**src/rtl/dropFramePkg.sv**
```systemverilog
package dropFramePkg;

  typedef enum logic {
    CH_A = 1'b0,
    CH_B = 1'b1
  } chanT;

  // strobes from control to datapath, bit index = channel
  typedef struct packed {
    logic [1:0] push;
    logic [1:0] two;
    logic       slotCredit;
    logic       pktCredit;
  } dpStrobeT;

  function automatic logic [1:0] effTokens(input logic [1:0] tok);
    return (tok == 2'd3) ? 2'd2 : tok;
  endfunction

endpackage

```
**src/rtl/dropFrameCtl.sv**
```systemverilog
module dropFrameCtl
  import dropFramePkg::*;
#(
  parameter int MAX_LEN = 16,
  parameter int CNT_W   = 32,
  parameter int ADDR_W  = 5,
  parameter int WORD_W  = 8,
  parameter int IDX_W   = $clog2(MAX_LEN),
  parameter int LEN_W   = $clog2(MAX_LEN + 1)
) (
  input  logic                   clk,
  input  logic                   rstN,
  input  logic                   frameValid,
  input  logic [1:0]             frameToken,
  input  logic                   frameChan,
  input  logic [ADDR_W-1:0]      frameTap,
  input  logic [ADDR_W-1:0]      myAddr,
  input  logic [WORD_W-1:0]      headByte,
  output logic                   tick,
  output logic [CNT_W-1:0]       tickCount,
  output logic                   txGrant,
  output dpStrobeT               strobe,
  output logic [1:0][IDX_W-1:0]  wrIdx,
  output logic [1:0][IDX_W-1:0]  rdIdx,
  output logic [1:0]             outValid,
  output logic [1:0]             outLast,
  output logic [1:0]             overflow
);

  logic [1:0]       tokN;
  logic             headMatch;
  logic [1:0]       hit;
  logic [1:0]       closing;
  logic [1:0]       fits;
  logic [1:0]       deliver;
  logic [1:0][LEN_W-1:0] lenV;
  logic [1:0]       openV;
  logic [1:0]       ovfV;

  assign tokN      = effTokens(frameToken);
  assign headMatch = (headByte == WORD_W'(myAddr));

  // time base and uplink slot
  always_ff @(posedge clk) begin
    if (!rstN) begin
      tick      <= 1'b0;
      txGrant   <= 1'b0;
      tickCount <= '0;
    end else begin
      tick    <= frameValid;
      txGrant <= frameValid && (frameTap == myAddr) && (myAddr != '0);
      if (frameValid) begin
        if (frameTap == '0) tickCount <= '0;
        else                tickCount <= tickCount + 1'b1;
      end
    end
  end

  for (genvar c = 0; c < 2; c++) begin : gChan
    logic [LEN_W-1:0] lenR;
    logic [LEN_W:0]   grown;
    logic             openR, ovfR, drainR, ovfPulseR;
    logic [IDX_W-1:0] rdR, lastR;
    logic [IDX_W-1:0] firstIdx;

    assign hit[c]     = frameValid && (frameChan == c[0]);
    assign closing[c] = hit[c] && (tokN == 2'd0) && openR;
    assign grown      = {1'b0, lenR} + (LEN_W+1)'(tokN);
    assign fits[c]    = (grown <= (LEN_W+1)'(MAX_LEN));
    assign lenV[c]    = lenR;
    assign openV[c]   = openR;
    assign ovfV[c]    = ovfR;

    if (c == 0) begin : gLeadA
      assign firstIdx   = '0;
      assign deliver[c] = (lenR != '0);
    end else begin : gLeadB
      assign firstIdx   = IDX_W'(2);
      assign deliver[c] = (lenR > LEN_W'(2)) && headMatch;
    end

    always_ff @(posedge clk) begin
      if (!rstN) begin
        lenR      <= '0;
        openR     <= 1'b0;
        ovfR      <= 1'b0;
        drainR    <= 1'b0;
        ovfPulseR <= 1'b0;
        rdR       <= '0;
        lastR     <= '0;
      end else begin
        ovfPulseR <= 1'b0;
        if (drainR) begin
          if (rdR == lastR) drainR <= 1'b0;
          else              rdR    <= rdR + 1'b1;
        end
        if (hit[c] && (tokN != 2'd0)) begin
          openR <= 1'b1;
          if (!ovfR && fits[c]) lenR <= grown[LEN_W-1:0];
          else                  ovfR <= 1'b1;
        end else if (closing[c]) begin
          openR <= 1'b0;
          ovfR  <= 1'b0;
          lenR  <= '0;
          if (ovfR) begin
            ovfPulseR <= 1'b1;
          end else if (deliver[c]) begin
            drainR <= 1'b1;
            rdR    <= firstIdx;
            lastR  <= IDX_W'(lenR - 1'b1);
          end
        end
      end
    end

    assign wrIdx[c]     = lenR[IDX_W-1:0];
    assign rdIdx[c]     = rdR;
    assign outValid[c]  = drainR;
    assign outLast[c]   = drainR && (rdR == lastR);
    assign overflow[c]  = ovfPulseR;
    assign strobe.push[c] = hit[c] && (tokN != 2'd0) && !ovfR && fits[c];
    assign strobe.two[c]  = (tokN == 2'd2);

    AST_LEN_BOUND: assert property (@(posedge clk) disable iff (!rstN)
      lenR <= LEN_W'(MAX_LEN));
    AST_OVF_SILENT: assert property (@(posedge clk) disable iff (!rstN)
      $rose(ovfPulseR) |-> !$rose(drainR));
    AST_EOP_IN_STREAM: assert property (@(posedge clk) disable iff (!rstN)
      (drainR && rdR == lastR) |=> !drainR);
  end

  assign strobe.slotCredit = frameValid && (frameToken < 2'd2);
  assign strobe.pktCredit  = closing[1] && !ovfV[1] &&
                             (lenV[1] >= LEN_W'(2)) && headMatch;

  AST_TICK_FOLLOWS: assert property (@(posedge clk) disable iff (!rstN)
    frameValid |=> tick);
  AST_TICK_ONLY: assert property (@(posedge clk) disable iff (!rstN)
    tick |-> $past(frameValid));
  AST_COUNT_STEP: assert property (@(posedge clk) disable iff (!rstN)
    (frameValid && frameTap != '0) |=> tickCount == $past(tickCount) + 1'b1);
  AST_COUNT_CLEAR: assert property (@(posedge clk) disable iff (!rstN)
    (frameValid && frameTap == '0) |=> tickCount == '0);
  AST_GRANT_SLOT: assert property (@(posedge clk) disable iff (!rstN)
    txGrant |-> $past(frameValid && frameTap == myAddr && myAddr != '0));
  AST_QUIET_DRAIN: assert property (@(posedge clk) disable iff (!rstN)
    (|outValid) |-> !frameValid);
  AST_CHAN_ISOLATE: assert property (@(posedge clk) disable iff (!rstN)
    (frameValid && frameChan == CH_B) |=> $stable(lenV[0]) && $stable(openV[0]));

endmodule

```
**src/rtl/dropFrameData.sv**
```systemverilog
module dropFrameData
  import dropFramePkg::*;
#(
  parameter int MAX_LEN = 16,
  parameter int WORD_W  = 8,
  parameter int IDX_W   = $clog2(MAX_LEN)
) (
  input  logic                   clk,
  input  logic                   rstN,
  input  dpStrobeT               strobe,
  input  logic [WORD_W-1:0]      frameWord0,
  input  logic [WORD_W-1:0]      frameWord1,
  input  logic [1:0][IDX_W-1:0]  wrIdx,
  input  logic [1:0][IDX_W-1:0]  rdIdx,
  output logic [1:0][WORD_W-1:0] outData,
  output logic [WORD_W-1:0]      headByte,
  output logic [WORD_W-1:0]      remoteCredit
);

  logic [WORD_W-1:0] credByte;

  for (genvar c = 0; c < 2; c++) begin : gBuf
    logic [WORD_W-1:0] mem [MAX_LEN];

    always_ff @(posedge clk) begin
      if (strobe.push[c]) begin
        mem[wrIdx[c]] <= frameWord0;
        if (strobe.two[c]) mem[IDX_W'(wrIdx[c] + 1'b1)] <= frameWord1;
      end
    end

    assign outData[c] = mem[rdIdx[c]];

    if (c == 1) begin : gHead
      assign headByte = mem[0];
      assign credByte = mem[1];
    end
  end

  always_ff @(posedge clk) begin
    if (!rstN)                  remoteCredit <= '0;
    else if (strobe.pktCredit)  remoteCredit <= credByte;
    else if (strobe.slotCredit) remoteCredit <= frameWord1;
  end

  AST_CREDIT_HOLD: assert property (@(posedge clk) disable iff (!rstN)
    (!strobe.slotCredit && !strobe.pktCredit) |=> $stable(remoteCredit));
  AST_CREDIT_PRIO: assert property (@(posedge clk) disable iff (!rstN)
    strobe.pktCredit |=> remoteCredit == $past(credByte));

endmodule

```
**src/rtl/dropFrameCtrl.sv**
```systemverilog
module dropFrameCtrl
  import dropFramePkg::*;
#(
  parameter int MAX_LEN = 16,
  parameter int CNT_W   = 32,
  parameter int ADDR_W  = 5
) (
  input  logic              clk,
  input  logic              rstN,
  input  logic              frameValid,
  input  logic [1:0]        frameToken,
  input  logic              frameChan,
  input  logic [ADDR_W-1:0] frameTap,
  input  logic [7:0]        frameWord0,
  input  logic [7:0]        frameWord1,
  input  logic [ADDR_W-1:0] myAddr,
  output logic              tick,
  output logic [CNT_W-1:0]  tickCount,
  output logic              txGrant,
  output logic              aValid,
  output logic [7:0]        aData,
  output logic              aEop,
  output logic              aOverflow,
  output logic              bValid,
  output logic [7:0]        bData,
  output logic              bEop,
  output logic              bOverflow,
  output logic [7:0]        remoteCredit
);

  localparam int WORD_W = 8;
  localparam int IDX_W  = $clog2(MAX_LEN);
  localparam int LEN_W  = $clog2(MAX_LEN + 1);

  dpStrobeT                 strobe;
  logic [1:0][IDX_W-1:0]    wrIdx;
  logic [1:0][IDX_W-1:0]    rdIdx;
  logic [1:0]               outValid;
  logic [1:0]               outLast;
  logic [1:0]               overflow;
  logic [1:0][WORD_W-1:0]   outData;
  logic [WORD_W-1:0]        headByte;

  dropFrameCtl #(
    .MAX_LEN(MAX_LEN), .CNT_W(CNT_W), .ADDR_W(ADDR_W),
    .WORD_W(WORD_W), .IDX_W(IDX_W), .LEN_W(LEN_W)
  ) uCtl (
    .clk(clk), .rstN(rstN),
    .frameValid(frameValid), .frameToken(frameToken),
    .frameChan(frameChan), .frameTap(frameTap),
    .myAddr(myAddr), .headByte(headByte),
    .tick(tick), .tickCount(tickCount), .txGrant(txGrant),
    .strobe(strobe), .wrIdx(wrIdx), .rdIdx(rdIdx),
    .outValid(outValid), .outLast(outLast), .overflow(overflow)
  );

  dropFrameData #(
    .MAX_LEN(MAX_LEN), .WORD_W(WORD_W), .IDX_W(IDX_W)
  ) uData (
    .clk(clk), .rstN(rstN), .strobe(strobe),
    .frameWord0(frameWord0), .frameWord1(frameWord1),
    .wrIdx(wrIdx), .rdIdx(rdIdx),
    .outData(outData), .headByte(headByte),
    .remoteCredit(remoteCredit)
  );

  assign aValid    = outValid[CH_A];
  assign aData     = outValid[CH_A] ? outData[CH_A] : '0;
  assign aEop      = outLast[CH_A];
  assign aOverflow = overflow[CH_A];
  assign bValid    = outValid[CH_B];
  assign bData     = outValid[CH_B] ? outData[CH_B] : '0;
  assign bEop      = outLast[CH_B];
  assign bOverflow = overflow[CH_B];

  AST_EOP_VALID_A: assert property (@(posedge clk) disable iff (!rstN)
    aEop |-> aValid);
  AST_EOP_VALID_B: assert property (@(posedge clk) disable iff (!rstN)
    bEop |-> bValid);

endmodule

```
**config.mk**
```make
export PLATFORM = sky130hd
export DESIGN_NAME = dropFrameCtrl
export DESIGN_NICKNAME = d
export VERILOG_FILES = /design/src/rtl/dropFramePkg.sv /design/src/rtl/dropFrameCtl.sv /design/src/rtl/dropFrameData.sv /design/src/rtl/dropFrameCtrl.sv
export SDC_FILE = /design/constraint.sdc
export NUM_CORES = 1
export LEC_CHECK = 0
export BUFFER_PORTS_ARGS = -buffer_cell sky130_fd_sc_hd__buf_2
export CORE_MARGIN = 5
export CORE_UTILIZATION = 55
export CTS_BUF_LIST = sky130_fd_sc_hd__clkbuf_4 sky130_fd_sc_hd__clkbuf_8 sky130_fd_sc_hd__clkbuf_16
export CTS_CLUSTER_DIAMETER = 40
export DETAILED_ROUTE_END_ITERATION = 10
export PLACE_DENSITY = 0.85
export SLEW_MARGIN = 20
export SYNTH_ARGS = -nofsm -noshare
export SYNTH_HDL_FRONTEND = slang
export SYNTH_HIERARCHICAL = 1
export SYNTH_SLANG_ARGS = --single-unit
```
**constraint.sdc**
```tcl
create_clock -name clk -period 3.5 [get_ports clk]
set_input_delay 0.175 -clock clk [delete_from_list [all_inputs] [get_ports clk]]
set_output_delay 0.175 -clock clk [all_outputs]
set_load 0.02 [all_outputs]
```
==> results.txt, run 1 <==
- H-tree Lvls: 2
- IR analysis of the VDD net gives a maximum drop of slightly below 400 µV.
- Of the total power, combinational logic draws 0.051.
- The first global-routing pass estimated around 69,000 µm of wire.
* Design area: 20,300 µm²
- Counting the fill cells in the layout gives approximately 2,200.
- In this run the cell area measured after placement is 18,800 µm².
- Share of the synthesized area in the top cell type: 0.436
- Count of flip-flops with a built-in enable after synthesis: between 200 and 300
- Initial DRC count: about 1,500
- Launching element type of the critical path: flop
- DRC: 0
* Initial cell density of the core: 0.558
- Crit path setup slack, layout: 174 ps
* Area of the core region: ~32,000 µm²
- Each instance of the synthesized netlist takes up on average roughly 13 µm².
- Clock-pin slew was measured on the worst setup and hold paths at 60 ps.
* Transition time at the pin with the least slew margin: between 1000 and 1500 ps
- The worst setup path is captured at a flop.
- In this run the power density over the cells is around 450 nW/µm².
- Entering global routing, the biggest net connects 37 pins.
- Tightest slew margin relative to the limit: 0.227
- Clock network power share: 0.482
* Via count of the first global-routing pass: around 12,000
- Run status: finished clean
* Number of cell rows: 65
* Clock Tree Root: sky130_fd_sc_hd__clkbuf_16
* Number of pins with negative max-slew slack in the final report: 0
* Growth of design area from synthesis to finish: 15.3%
* Data arrival time at the worst-slack endpoint: between 3000 and 4000 ps
- The internal portion of the total power is just over 0.007 W.
- The die covers 35,700 µm².
* Final cycle utilization of the critical path: 0.950
- The initial antenna violation count was 2.
- Number of violations of the max-capacitance limit: 0
- Count of unique library cells instantiated by Yosys: 68
- Number of flip-flops and latches in the synthesized netlist: approximately 330
* Final number of hold-violating endpoints: 0
- Counting along the longest clock path gives a buffer depth of 3.
* Worst Hold Class: in2reg
- Highest net fanout along the worst path: 9
- After the last flow step, the layout net total stands at 1,460.
* Leakage power: just over 7 nW
* Net Sw Power: 0.00201 W
- Synth Net Count: 1,358
* Routed via count: 11,900
- Pre-antenna DRT Iters: 6
* Count of port buffers added during placement: 95
- Setup Total Neg Slack: 0 ps
- Routability Congestion: 0.908
- On the final layout, the worst clock skew is around 18 ps.
- Number of synthesis warnings: 6
- Setup slack on the worst reg-to-reg path comes out at approximately 170 ps.
- The final layout contains routed wiring with a total length of approximately 44,000 µm.
- Layout cell share with drive strength beyond 1: 0.426
- The synthesized design spends more area on one cell type than any other, namely sky130_fd_sc_hd__edfxtp_1.
- Mapped Area: around 18,000 µm²
* Count of boundary I/O pins: 96
- Global-route congestion overflow total: 0
* DRT antenna net count: 0
- Worst setup slack before clock tree synthesis: 36.2 ps
- Setup repair after global routing left no endpoint under its margin.
- Post-synth top cells: sky130_fd_sc_hd__edfxtp_1 (256), sky130_fd_sc_hd__mux2_2 (256), sky130_fd_sc_hd__nor2_1 (78)
- Setup violations remaining at the end of the flow were counted as 0.
* Die Ht: roughly 190 µm
* Die outline width: approximately 190 µm
- The clock reaches the later pin of the worst-skew pair after about 530 ps.
- GRT Util Overall: 0.241
- Timing would allow up to ~0.3 GHz.
* Leading cell types by total area after synthesis: sky130_fd_sc_hd__edfxtp_1 (44%), sky130_fd_sc_hd__mux2_2 (16%), sky130_fd_sc_hd__dfxtp_1 (8.6%)
- The share of total power dissipated in sequential elements is 0.468.
- Counting the buffers created by CTS gives 43.
- TritonCTS built the clock tree.
* Seq/Total Area, Yosys: 0.523
- Gate Count Post-Synth: about 1,300
- After detailed routing, the average wire length per cell comes to approximately 24 µm.
- Clock sink count: about 330
- Req. time, crit path: about 3800 ps
- Vias per inst: 6.41
- Prevailing post-synth register cell: sky130_fd_sc_hd__edfxtp_1
* Category of the most critical setup path: reg2reg
- Summed over all nets, the half-perimeter wirelength after detailed placement is 27,700 µm.
* Share of async-settable or async-resettable flops after synthesis: 0
- Final critical delay including setup and external delays: roughly 3300 ps
- Net Sw Frac: 0.220
==> state kept, by name, summed over array words and instances (netlist names) <==
signal / count
uCtl/gChan.drainR: 2
uCtl/gChan.lastR: 8
uCtl/gChan.lenR: 10
uCtl/gChan.openR: 2
uCtl/gChan.ovfPulseR: 2
uCtl/gChan.ovfR: 2
uCtl/gChan.rdR: 8
uCtl/tick: 1
uCtl/tickCount: 32
uCtl/txGrant: 1
uData/gBuf.mem: 256
uData/remoteCredit: 8
==> path summary, 6_finish.rpt <==
check / startpoint / end / depth (start not counted)
setup / recovery: uCtl/gChan[0].lenR[0] / uData/gBuf[0].mem[9][4] / 11
hold / removal: frameChan / uCtl/gChan[1].openR / 4
hold reg to reg: uCtl/gChan[1].openR / uCtl/gChan[1].openR / 2
setup reg to reg: uCtl/gChan[0].lenR[0] / uData/gBuf[0].mem[9][4] / 11
==> cells in the final DEF (no fill, tap or decap), types with 7 or more instances in the layout <==
| cell type | count |
|---|---|
| sky130_fd_sc_hd__nor4_1 | 10 |
| sky130_fd_sc_hd__mux2_2 | 256 |
| sky130_fd_sc_hd__dfxtp_1 | 74 |
| sky130_fd_sc_hd__nor3_1 | 13 |
| sky130_fd_sc_hd__edfxtp_1 | 256 |
| sky130_fd_sc_hd__buf_2 | 95 |
| sky130_fd_sc_hd__mux2i_1 | 17 |
| sky130_fd_sc_hd__o211a_1 | 7 |
| sky130_fd_sc_hd__nand3_1 | 27 |
| sky130_fd_sc_hd__buf_4 | 67 |
| sky130_fd_sc_hd__and2_1 | 35 |
| sky130_fd_sc_hd__clkbuf_16 | 43 |
| sky130_fd_sc_hd__nor2_2 | 19 |
| sky130_fd_sc_hd__ha_1 | 11 |
| sky130_fd_sc_hd__inv_1 | 15 |
| sky130_fd_sc_hd__xor2_1 | 30 |
| sky130_fd_sc_hd__buf_12 | 13 |
| sky130_fd_sc_hd__xnor2_1 | 28 |
| sky130_fd_sc_hd__a22oi_1 | 33 |
| sky130_fd_sc_hd__mux4_2 | 64 |
| sky130_fd_sc_hd__nand2_1 | 65 |
| sky130_fd_sc_hd__nor2_1 | 78 |
| sky130_fd_sc_hd__nand4_1 | 13 |
| sky130_fd_sc_hd__o21ai_0 | 15 |
| sky130_fd_sc_hd__nand2b_1 | 16 |
| sky130_fd_sc_hd__nor2b_1 | 15 |
| sky130_fd_sc_hd__a21oi_1 | 8 |
==> stage by stage <==
step                      instances  hold slack [ps]   util  total power, W
after floorplan                1313              297      -         0.00466
after global placement         1771              462  0.597         0.00479
after detailed placement       1771              474  0.597         0.00481
after CTS                      1849             12.5  0.643         0.00921
after global routing           1849             62.9  0.644         0.00943
final                          1850             39.0  0.644         0.00915
==> kinds of logic after synthesis <==
| family | Yosys count | synth area share |
|---|---|---|
| compound gates | 98 | 0.0410 |
| xor+xnor | 58 | 0.0288 |
| fa+ha+maj | 13 | 0.0101 |
| buf+inv | 135 | 0.0340 |
| flops | 332 | 0.523 |
| mux | 337 | 0.255 |
| simple gates | 340 | 0.108 |
==> final cells by class <==
cell class | instances | area (µm²) | share of cell area
flip-flops and latches | 332 | 9210 | 0.453
multi-input cells | 846 | 7840 | 0.386
repair buffers | 176 | 1250 | 0.0615
clock buffers | 46 | 1100 | 0.0541
well taps | 402 | 503 | 0.0248
clock inverters | 31 | 349 | 0.0172
inverters | 16 | 60.1 | 0.00296
diodes | 1 | 2.50 | 0.000123
==> worst max-delay path, cell delays in order, from the launching register on <==
cell and delay (ps):
sky130_fd_sc_hd__dfxtp_1 320, sky130_fd_sc_hd__ha_1 230, sky130_fd_sc_hd__fa_2 490, sky130_fd_sc_hd__o41ai_2 310
sky130_fd_sc_hd__a32o_1 200, sky130_fd_sc_hd__o21bai_1 140, sky130_fd_sc_hd__nand2_1 110, sky130_fd_sc_hd__inv_1 150
sky130_fd_sc_hd__buf_12 150, sky130_fd_sc_hd__nand4b_4 100, sky130_fd_sc_hd__or3_1 500, sky130_fd_sc_hd__mux2_2 350
==> power groups by stage <==
stage	combinational (W)	clock, W	sequential, W
6_report	0.000465	0.00441	0.00428
5_1_grt	0.000494	0.00466	0.00428
4_1_cts	0.000456	0.00448	0.00428
3_3_place_gp	0.000428	0	0.00436
3_5_place_dp	0.000448	0	0.00436
2_1_floorplan	0.000291	0	0.00437
==> timing repair <==
item	in CTS	in global routing
resized for setup	0	2
hold buffers	1	0
endpoints found under the setup margin	0	41
setup buffers	0	0
hold endpoints to repair	1	0
==> routing by layer <==
metal | track usage | vias to the layer above | routed length (µm)
li1 | - | 5173 | -
met5 | 0 | - | 13
met4 | 0.0712 | 2 | 1310
met3 | 0.0420 | 110 | 4310
met1 | 0.342 | 5892 | 17800
met2 | 0.386 | 690 | 20500
Note: power is estimated with default switching activity, not from simulation.
==> inputs of run 2 (changes only) <==
Settings changed: PLACE_DENSITY 0.85 to not set, PLACE_DENSITY_LB_ADDON set to 0.08.
==> results.txt, run 2 (synthesized netlist as in run 1, its figures left out) <==
- DRC: 0
- Setup violations remaining at the end of the flow were counted as 0.
* Cell count of the worst reg-to-reg path: 10
* Final Net Count: between 1,000 and 1,500
- The register with the most flip-flops in the layout has 256 of them.
- The HPWL after detailed placement is 28,300 µm.
- Growth of design area from synthesis to finish: 17.6%
* H-tree Lvls: 2
- The run finished with clean final reports.
- Final critical delay including setup and external delays: ~3300 ps
- Transition time at the pin with the least slew margin: around 960 ps
* Initial cell density of the core: 0.558
- Max Fclk: about 0.3 GHz
* Via count of the first global-routing pass: 11,500
* Clock transition time at the flip-flop clock pins of the worst setup and hold paths: ~60 ps
- Routability-driven placement finished with a final weighted congestion of roughly 0.83.
- Maximum number of pins on one net before global-route repair: 46
- Worst-case vdd ir drop: about 420 µV
- Antenna violations before repair: 0
- Dividing the detail-routed via count by the number of cells gives about 6.2.
* Power per unit of standard cell area: ~480 nW/µm²
* Leakage power: approximately 7.4 nW
- The first detailed-routing pass took 6 iterations.
* GRT Util Overall: 0.254
- On the final layout, the worst clock skew is ~17 ps.
- The initialized floorplan defines 65 standard-cell rows.
- TritonCTS clock tree: yes
* Detail-routed net length per standard cell: 24.2 µm
- Placed cells: 1,779
* Count of filler cells inserted in the layout: 2,383
- Wires add up to between 40,000 and 50,000 µm.
* Routed via count: approximately 12,000
- Final std cells w/o fill: around 1,900
- Category of the most critical setup path: reg2reg
- Clock tree synthesis selected as its root buffer the cell sky130_fd_sc_hd__clkbuf_16.
- Kind of capture point of the worst setup path: flop
* Number of buffers created by CTS: 50
- Clock insertion delay at the later pin of the skew report: 570 ps
- Area of the die: around 36,000 µm²
- Global-route wire length before repair: 70,200 µm
- From bottom edge to top edge, the die measures around 190 µm.
- Buffers inserted during post-CTS setup optimization: 0
* Setup Total Neg Slack: 0 ps
- Data on the critical path is required at its endpoint by around 3800 ps.
* Clock sink count: 332
- Die outline width: 189 µm
* DRT antenna net count: 0
- Count of boundary I/O pins: between 90 and 100
- Count of port buffers added during placement: 95
* Number of violations of the max-capacitance limit: 0
* Data arrival time at the worst-slack endpoint: 3660 ps
- Dividing the final minimum period by the clock period gives 0.955.
* Layout cell share with drive strength beyond 1: 0.439
* Global-route congestion overflow total: 0
- Worst Hold Class: in2reg
- Setup repair after global routing left no endpoint under its margin.
- Number of pins with negative max-slew slack in the final report: 0
- Launching element type of the critical path: flop
* Final core utilization: 0.657
- The number of failing hold endpoints at the final stage came to 0.
- Commonest cells after routing, fill and taps aside: sky130_fd_sc_hd__mux2_2 (256), sky130_fd_sc_hd__edfxtp_1 (256), sky130_fd_sc_hd__buf_2 (95)
* Area of the core region: about 32,000 µm²
- In this run the worst path has a maximum fanout of 10.
- Tightest slew margin relative to the limit: 0.352
- 0 antenna diodes ended up in the layout.
- The worst hold path was traced through 3 stages.
- Initial DRC count: 1,004
- Max Root-Sink Buffers: 3
==> run 2: power by group <==
| group | leakage, nW | switching [W] | internal (W) |
|---|---|---|---|
| Sequential | 2.92 | 0.0000152 | 0.00427 |
| Combinational | 3.60 | 0.000273 | 0.000193 |
| Clock | 0.873 | 0.00192 | 0.00324 |
==> run 2: final cells by class <==
| cell class | count | area [µm²] | area share |
|---|---|---|---|
| clock buffer | 63 | 1430 | 0.0691 |
| clock inverter | 29 | 322 | 0.0155 |
| inverter | 16 | 60.1 | 0.00290 |
| multi-input combinational | 846 | 7860 | 0.379 |
| sequential | 332 | 9210 | 0.445 |
| tap | 402 | 503 | 0.0243 |
| timing repair buffer | 187 | 1340 | 0.0646 |
==> run 2: critical path, stage by stage (launching register included) <==
cell	delay, ps
sky130_fd_sc_hd__dfxtp_1	320
sky130_fd_sc_hd__ha_1	220
sky130_fd_sc_hd__fa_1	520
sky130_fd_sc_hd__o41ai_1	340
sky130_fd_sc_hd__a32o_1	190
sky130_fd_sc_hd__a21oi_1	70
sky130_fd_sc_hd__nor3_2	200
sky130_fd_sc_hd__buf_4	220
sky130_fd_sc_hd__nand4b_1	150
sky130_fd_sc_hd__or3_1	520
sky130_fd_sc_hd__mux2_2	340
==> run 2: metal layers <==
metal / vias up / share of wire / GRT usage
li1: 5235 / - / -
met1: 5826 / 0.45 / 0.379
met2: 477 / 0.45 / 0.389
met3: 59 / 0.079 / 0.0478
met4: 0 / 0.018 / 0.0617
met5: - / 0 / 0
==> run 2: through the flow <==
step / total power, W / hold WS (ps) / cell area, µm² / setup slack (ps)
after floorplan: 0.00466 / 297 / 17600 / 56.0
after global placement: 0.00480 / 464 / 18900 / 42.1
after detailed placement: 0.00482 / 472 / 18900 / 1.63
after CTS: 0.0100 / 107 / 20700 / 154
after global routing: 0.0102 / 131 / 20700 / 15.3
final: 0.00992 / 125 / 20700 / 158
==> run 2: timing repair <==
action	4_1_cts	5_1_grt
gates resized for setup	0	6
setup endpoints to repair	0	151
hold buffers	4	0
hold endpoints to repair	3	0
==> run 2: worst paths after layout <==
path	startpoint	to	slack [ps]
setup / recovery	uCtl/gChan[1].lenR[0]	uData/gBuf[1].mem[5][5]	160
hold / removal	frameValid	uCtl/tick	130
setup reg to reg	uCtl/gChan[1].lenR[0]	uData/gBuf[1].mem[5][5]	160
hold reg to reg	uCtl/gChan[1].openR	uCtl/gChan[1].openR	480
